===== config.mk =====
export PLATFORM = sky130hd
export DESIGN_NAME = irq_level_encoder
export DESIGN_NICKNAME = d
export VERILOG_FILES = /design/src/rtl/irq_enc_pkg.sv /design/src/rtl/irq_line_sync.sv /design/src/rtl/irq_pend_map.sv /design/src/rtl/irq_prio_sel.sv /design/src/rtl/irq_enable_regs.sv /design/src/rtl/irq_level_encoder.sv
export SDC_FILE = /design/constraint.sdc
export NUM_CORES = 1
export LEC_CHECK = 0
export ABC_AREA = 0
export BUFFER_PORTS_ARGS = -buffer_cell sky130_fd_sc_hd__buf_2
export CAP_MARGIN = 20
export CELL_PAD_IN_SITES_DETAIL_PLACEMENT = 1
export CELL_PAD_IN_SITES_GLOBAL_PLACEMENT = 2
export CORE_AREA = 2 2 87 89
export CTS_CLUSTER_SIZE = 30
export DETAILED_ROUTE_END_ITERATION = 10
export DIE_AREA = 0 0 89 91
export PLACE_DENSITY = 0.84
export SYNTH_ARGS = -nofsm -noshare
export SYNTH_HDL_FRONTEND = slang
export SYNTH_SLANG_ARGS = --single-unit

===== constraint.sdc =====
create_clock -name clk -period 2.1 [get_ports clk]
set_input_delay 0.21 -clock clk [delete_from_list [all_inputs] [get_ports clk]]
set_output_delay 0.21 -clock clk [all_outputs]
set_load 0.01 [all_outputs]

===== src/rtl/irq_enc_pkg.sv =====
package irq_enc_pkg;

    localparam int NUM_SRC     = 13;
    localparam int WORD_W      = 16;
    localparam int LVL_W       = 4;
    localparam int ADDR_W      = 6;
    localparam int SYNC_STAGES = 2;

    typedef logic [WORD_W-1:0]  word_t;
    typedef logic [LVL_W-1:0]   lvl_t;
    typedef logic [NUM_SRC-1:0] src_vec_t;

    localparam lvl_t LVL_NONE = '1;

    typedef struct packed {
        logic              vld;
        logic              wr;
        logic [ADDR_W-1:0] addr;
        word_t             wdata;
    } bus_req_t;

    typedef struct packed {
        logic found;
        lvl_t lvl;
    } prio_res_t;

    // position of a source's request inside the 16-bit word
    function automatic int src_bit(input int idx);
        case (idx)
            0:       return 11;
            1:       return 9;
            2:       return 8;
            3:       return 12;
            4:       return 10;
            5:       return 6;
            6:       return 5;
            7:       return 4;
            8:       return 7;
            9:       return 14;
            10:      return 13;
            11:      return 0;
            default: return 15;
        endcase
    endfunction

    function automatic lvl_t invert_lvl(input lvl_t l);
        return l ^ LVL_NONE;
    endfunction

endpackage


===== src/rtl/irq_line_sync.sv =====
module irq_line_sync #(
    parameter int WIDTH  = 13,
    parameter int STAGES = 2
) (
    input  logic             clk,
    input  logic             rst,
    input  logic [WIDTH-1:0] async_in,
    output logic [WIDTH-1:0] sync_out
);
    logic [WIDTH-1:0] chain_q [STAGES];

    generate
        for (genvar s = 0; s < STAGES; s++) begin : g_stage
            if (s == 0) begin : g_first
                always_ff @(posedge clk) begin
                    if (rst) chain_q[0] <= '0;
                    else     chain_q[0] <= async_in;
                end
            end else begin : g_next
                always_ff @(posedge clk) begin
                    if (rst) chain_q[s] <= '0;
                    else     chain_q[s] <= chain_q[s-1];
                end
            end
        end
    endgenerate

    assign sync_out = chain_q[STAGES-1];
endmodule


===== src/rtl/irq_pend_map.sv =====
module irq_pend_map
    import irq_enc_pkg::*;
(
    input  src_vec_t lines,
    output word_t    pend_word
);
    generate
        for (genvar b = 0; b < WORD_W; b++) begin : g_bit
            logic hit;
            always_comb begin
                hit = 1'b0;
                for (int i = 0; i < NUM_SRC; i++) begin
                    if (src_bit(i) == b) hit = hit | lines[i];
                end
            end
            assign pend_word[b] = hit;
        end
    endgenerate
endmodule


===== src/rtl/irq_prio_sel.sv =====
module irq_prio_sel
    import irq_enc_pkg::*;
(
    input  word_t     qual_word,
    output prio_res_t result
);
    always_comb begin
        result.found = 1'b0;
        result.lvl   = LVL_NONE;
        for (int i = NUM_SRC - 1; i >= 0; i--) begin
            if (qual_word[src_bit(i)]) begin
                result.found = 1'b1;
                result.lvl   = lvl_t'(i);
            end
        end
    end
endmodule


===== src/rtl/irq_enable_regs.sv =====
module irq_enable_regs
    import irq_enc_pkg::*;
#(
    parameter logic [ADDR_W-1:0] EN_OFFSET = '0
) (
    input  logic     clk,
    input  logic     rst,
    input  bus_req_t req,
    output word_t    en_word,
    output word_t    rdata
);
    logic  hit;
    word_t en_q;
    word_t rdata_q;

    assign hit = (req.addr == EN_OFFSET);

    always_ff @(posedge clk) begin
        if (rst) begin
            en_q <= '0;
        end else if (req.vld && req.wr && hit) begin
            en_q <= req.wdata;
        end
    end

    always_ff @(posedge clk) begin
        if (rst) begin
            rdata_q <= '0;
        end else if (req.vld && !req.wr) begin
            rdata_q <= hit ? en_q : '0;
        end
    end

    assign en_word = en_q;
    assign rdata   = rdata_q;
endmodule


===== src/rtl/irq_level_encoder.sv =====
module irq_level_encoder
    import irq_enc_pkg::*;
(
    input  logic              clk,
    input  logic              rst,
    input  logic [12:0]       irq_in,
    input  logic              bus_valid,
    input  logic              bus_write,
    input  logic [5:0]        bus_addr,
    input  logic [15:0]       bus_wdata,
    output logic [15:0]       bus_rdata,
    output logic [3:0]        irl_code
);
    src_vec_t  lines_sync;
    word_t     pend_word;
    word_t     en_word;
    word_t     qual_word;
    bus_req_t  req;
    prio_res_t pick;
    lvl_t      code_q;

    assign req.vld   = bus_valid;
    assign req.wr    = bus_write;
    assign req.addr  = bus_addr;
    assign req.wdata = bus_wdata;

    irq_line_sync #(.WIDTH(NUM_SRC), .STAGES(SYNC_STAGES)) u_sync (
        .clk      (clk),
        .rst      (rst),
        .async_in (irq_in),
        .sync_out (lines_sync)
    );

    irq_pend_map u_map (
        .lines     (lines_sync),
        .pend_word (pend_word)
    );

    irq_enable_regs #(.EN_OFFSET('0)) u_regs (
        .clk     (clk),
        .rst     (rst),
        .req     (req),
        .en_word (en_word),
        .rdata   (bus_rdata)
    );

    assign qual_word = pend_word & en_word;

    irq_prio_sel u_prio (
        .qual_word (qual_word),
        .result    (pick)
    );

    always_ff @(posedge clk) begin
        if (rst)             code_q <= '0;
        else if (pick.found) code_q <= invert_lvl(pick.lvl);
        else                 code_q <= '0;
    end

    assign irl_code = code_q;
endmodule


# After elaboration in Yosys (flattened, before gate mapping)

Memory sizes are Yosys's and may differ from the RTL's.
Index checks and enable logic that the tools add are counted.

Bits in latches: 0
Memory bits (read-only): 0
Input bits: 39
Word-level logic and storage cells: 34
Bits in writable memories: 26
Output and inout port bits: 20
Memories kept: 1
Register bits after elaboration: 36

Multiplexer cells: 19
Div/mod/pow operators: 0
Shift-type cells: 0
Bitwise operators: 5
Equality and inequality tests: 0
Add/sub/neg operators: 0
Reductions and logical operators: 6
Magnitude comparators: 0
$mul: 0

Memory list:

| name           | words | width | rd ports | clocked after memory_dff | wr ports | RTL line            | source |
|---|---|---|---|---|---|---|---|
| u_sync.chain_q | 2     | 13    | 2        | 0                        | 2        | irq_line_sync.sv:10 | `logic [WIDTH-1:0] chain_q [STAGES];` |

Operators by type and width:

| operator           | number |
|---|---|
| 5-bit two-way mux  | 13 |
| 13-bit two-way mux | 2 |
| 16-bit bitwise AND | 1 |
| 16-bit two-way mux | 1 |
| 6-bit logical NOT  | 1 |
| 4-bit NOT          | 1 |
| 1-bit logical AND  | 3 |
| 1-bit two-way mux  | 3 |
| 1-bit OR           | 2 |
| 2-bit OR reduction | 1 |
| 1-bit logical NOT  | 1 |
| 1-bit NOT          | 1 |

# Longest topological paths before layout

An unclocked memory read counts as a cell.

Depth after elaboration: 17
Mapped depth: 5

# By module

A second synthesis with hierarchy kept.

Cell total of the unflattened synthesis: 266
Area, all modules: 2521.2 µm²

By module, submodules not included:

| module            | times used | cells each | area an instance (µm²) | seq. area each (µm²) |
|---|---|---|---|---|
| irq_enable_regs   | 1          | 146        | 1355.0                 | 640.6 |
| irq_line_sync     | 1          | 54         | 700.7                  | 520.5 |
| irq_level_encoder | 1          | 24         | 210.2                  | 80.1 |
| irq_prio_sel      | 1          | 25         | 131.4                  | 0.0 |
| irq_pend_map      | 1          | 17         | 123.9                  | 0.0 |

# Worst setup path after synthesis

No wires, ideal clock.

Kind: in2reg
From: input port bus_addr[1]
To: register u_regs.en_q[10], in the netlist u_regs.en_word[10]
Arrival: 1.690 ns
Stages: 5
Path slack: 0.282 ns
Path buffers: 1
Path through: or4_4 -> nor4_4 -> buf_6 -> mux2i_1 -> nor2_1

Longest elaborated chain between the ends: 2

RTL lines:

| element                | RTL line               | source |
|---|---|---|
| start: declaration     | irq_level_encoder.sv:9 | `input logic [5:0] bus_addr,` |
| 6-bit logical NOT      | irq_enable_regs.sv:16  | `assign hit = (req.addr == EN_OFFSET);` |
| 1-bit logical AND      | irq_enable_regs.sv:21  | `end else if (req.vld && req.wr && hit) begin` |
| end signal: assignment | irq_enable_regs.sv:22  | `en_q <= req.wdata;` |
| end: declaration       | irq_enable_regs.sv:13  | `word_t en_q;` |

Every way passes these cells.
A chain may end at the register's enable or synchronous reset.

# Worst setup path in the final report

From: register u_regs.en_q[6], in the netlist u_regs.en_word[6]
To: register code_q[0], in the netlist irl_code[0]

Longest elaborated chain between the ends: 9
Elaborated cells on any way between the ends: 10
Those cells by class: mux (6); bitwise (3); reduce/logical (1)

RTL lines:

| element                             | RTL line                | source |
|---|---|---|
| 16-bit bitwise AND (*)              | irq_level_encoder.sv:47 | `assign qual_word = pend_word & en_word;` |
| 5-bit two-way mux (*) (6 in a row)  | irq_prio_sel.sv:11      | `if (qual_word[src_bit(i)]) begin` |
| 1-bit NOT (no source line)          | -                       |  |
| 2-bit OR reduction (no source line) | -                       |  |
| end signal: assignment              | irq_level_encoder.sv:56 | `else if (pick.found) code_q <= invert_lvl(pick.lvl);` |
| end: declaration                    | irq_level_encoder.sv:20 | `lvl_t code_q;` |

Mark *: on every way between the ends. The rest lies on a longest branch, timed or not.

==> run metrics <==
Place WS 0.355 ns; Critical Path RT 2.31 ns; actual slew at the worst max-slew pin between 0.5 and 0.6 ns; Hold WC Path Type primary input to register; hold_buf cts 0; CTS tree yes; crit path time final 1.42 ns; initial antenna violation count 0; Worst Setup Start Kind register; outcome completed; total number of vias 1,737; Die W 89 um; Overall Global Routing Usage 0.136; CP max stage delay ~0.40 ns; die height roughly 91 um; root buf cell clkbuf_8; clock buffer depth 2; HP Start irq_in[2]; cell area after layout 2820 um2; sequential area share after synthesis 0.568; max cap viols 0; CP Class register to register; total congestion overflow 0; hpwl dp 3670 um; postcts setup bufs 0; initial core utilization 0.306; Post-CTS Resized 0; family with the most delay on the worst path compound AO/OA/AOI/OAI gates; Rows 31; fmax between 700 and 800 MHz; critical path launch point u_regs.en_word[6]; port bufs 58; Via density 4.50; reg2reg start u_regs.en_word[6]; P_leak roughly 1.1 nW; Post-DP Area ~2600 um2; # IOs 59; worst hold slack 0.0797 ns; DRT antenna net count 0; critical path depth 4; Final Skew 0.00497 ns; Critical Path, Cell by Cell a22o_1, nor4_1, a31o_2, a211oi_1; Final period util 0.676; Cell variety after synth 26; largest fanout on the critical path 5; first-pass GRT wire length 8180 um; drt drc 0; WP data arrival between 1.5 and 2 ns; layout cells sized above 1 0.286; Worst Hold Depth 2; largest net degree at the start of global routing 25; synthesized cell area 2180 um2; PnR worst setup slack 0.679 ns; final non-filler cell total 386; Antenna diodes 0; Worst R2R End irl_code[0]; final number of setup-violating endpoints 0; Inst Count DP 371; TNS Setup 0 ns; Worst Reg-to-Reg Cells 4; #FFs+latches synth 62; Synth-to-Final Area Change 29.0%; count of pins over their slew limit 0; Buf/Inv on CP 0; Power Density 874 nW/um2; 1st-pass router iterations 4; cts bufs inserted 9; Detailed Route WL roughly 5000 um; Die ar. slightly above 8000 um2; cells after synthesis about 220; Ys Warns 0; Clock transition at path regs 0.07 ns; vias in the first global route roughly 1,700; Worst R2R Setup Slack 0.68 ns; Synth Area per Inst 9.89 um2; worst vdd ir around 0.39 mV; clock sink total 62; Final Hold Viols 0; worst skew pair latency 0.34 ns; Routed wire per std cell 13.2 um; iteration-0 DRC count of the detailed router 66; fin nets 322; crit end category register; unrepaired setup endpoints after global routing no; Core Box Area 7140 um2; slowest CP cell nor4_1; Hold Path End u_sync.chain_q[0][2]; gpl congestion between 0.7 and 0.8; Post-Syn Nets 260; H-tree lvl count 3; Slew HR 0.631
[metal layers]
layer | routed length (um) | GRT usage | part of all wire
met1 | 2260 | 0.163 | 0.44
met2 | 2360 | 0.203 | 0.46
met3 | 343 | 0.0709 | 0.067
met4 | 125 | 0.0585 | 0.025
met5 | 0 | 0 | 0
[cell type report]
class / count / area [um2]
Clock buffer: 11 / 151
Clock inverter: 4 / 70.1
Fill cell: 852 / 4320
Multi-Input combinational cell: 147 / 891
Sequential cell: 62 / 1240
Tap cell: 99 / 124
Timing Repair Buffer: 63 / 340
[synth_stat cells]
cell type	number	share of area
a211oi_1	1	0.0034
a21oi_1	9	0.021
a22o_1	6	0.024
a31o_2	1	0.0040
a31oi_1	11	0.032
a32oi_1	2	0.0080
and2_0	2	0.0057
and2_1	7	0.020
and4_1	1	0.0040
buf_6	1	0.0052
clkbuf_1	11	0.019
dfxtp_1	62	0.57
mux2i_1	16	0.073
nand2_1	18	0.031
nand2b_1	1	0.0029
nand3_1	8	0.018
nand4_1	1	0.0029
nor2_1	29	0.050
nor2b_1	27	0.077
nor3_2	1	0.0046
nor4_1	1	0.0029
nor4_4	1	0.0097
o21ai_0	1	0.0023
o31ai_1	1	0.0034
or3_1	1	0.0029
or4_4	1	0.0052
[placed cells by master (no fill, tap or decap), types with 4 or more instances in the layout]
master    count
a31oi_1      11
nor2b_1      27
clkbuf_8     11
a21oi_1       9
a22o_1        6
nand2_1      18
dfxtp_1      62
buf_2        58
nor2_1       29
buf_4         4
mux2i_1      16
and2_1        7
nand3_1       8
[registers in the layout, summed over array words and instances (netlist names)]
name	flops
irl_code	4
u_regs.en_word	16
u_regs.rdata	16
u_sync.chain_q	26
[logic make-up after synthesis]
group / after synthesis / synth area share
and+or+nand+nor: 99 / 0.237
muxes: 16 / 0.0733
buffers and inverters: 12 / 0.0241
AOI/OAI and AO/OA: 32 / 0.0974
DFF: 62 / 0.568
[worst max-delay path by stage]
stage / end / slack [ns]
final: irl_code[0] / 0.68
after global routing: irl_code[0] / 0.53
after CTS: irl_code[0] / 0.66
after detailed placement: u_regs.en_word[2] / 0.35
after global placement: u_regs.en_word[0] / 0.38
after floorplan: u_regs.en_word[10] / 0.28
[stage by stage]
| step | power (mW) | utilization |
|---|---|---|
| 6_report | 2.46 | 0.395 |
| 4_1_cts | 2.51 | 0.395 |
| 2_1_floorplan | 1.28 | - |
| 5_1_grt | 2.57 | 0.395 |
| 3_3_place_gp | 1.33 | 0.364 |
| 3_5_place_dp | 1.33 | 0.364 |
[where the power goes]
part | internal [mW] | switching (mW) | leakage [nW]
combinational | 0.0449 | 0.0489 | 0.519
clock | 0.722 | 0.437 | 0.115
sequential | 1.20 | 0.00877 | 0.505
(Power assumes the default switching activity.)
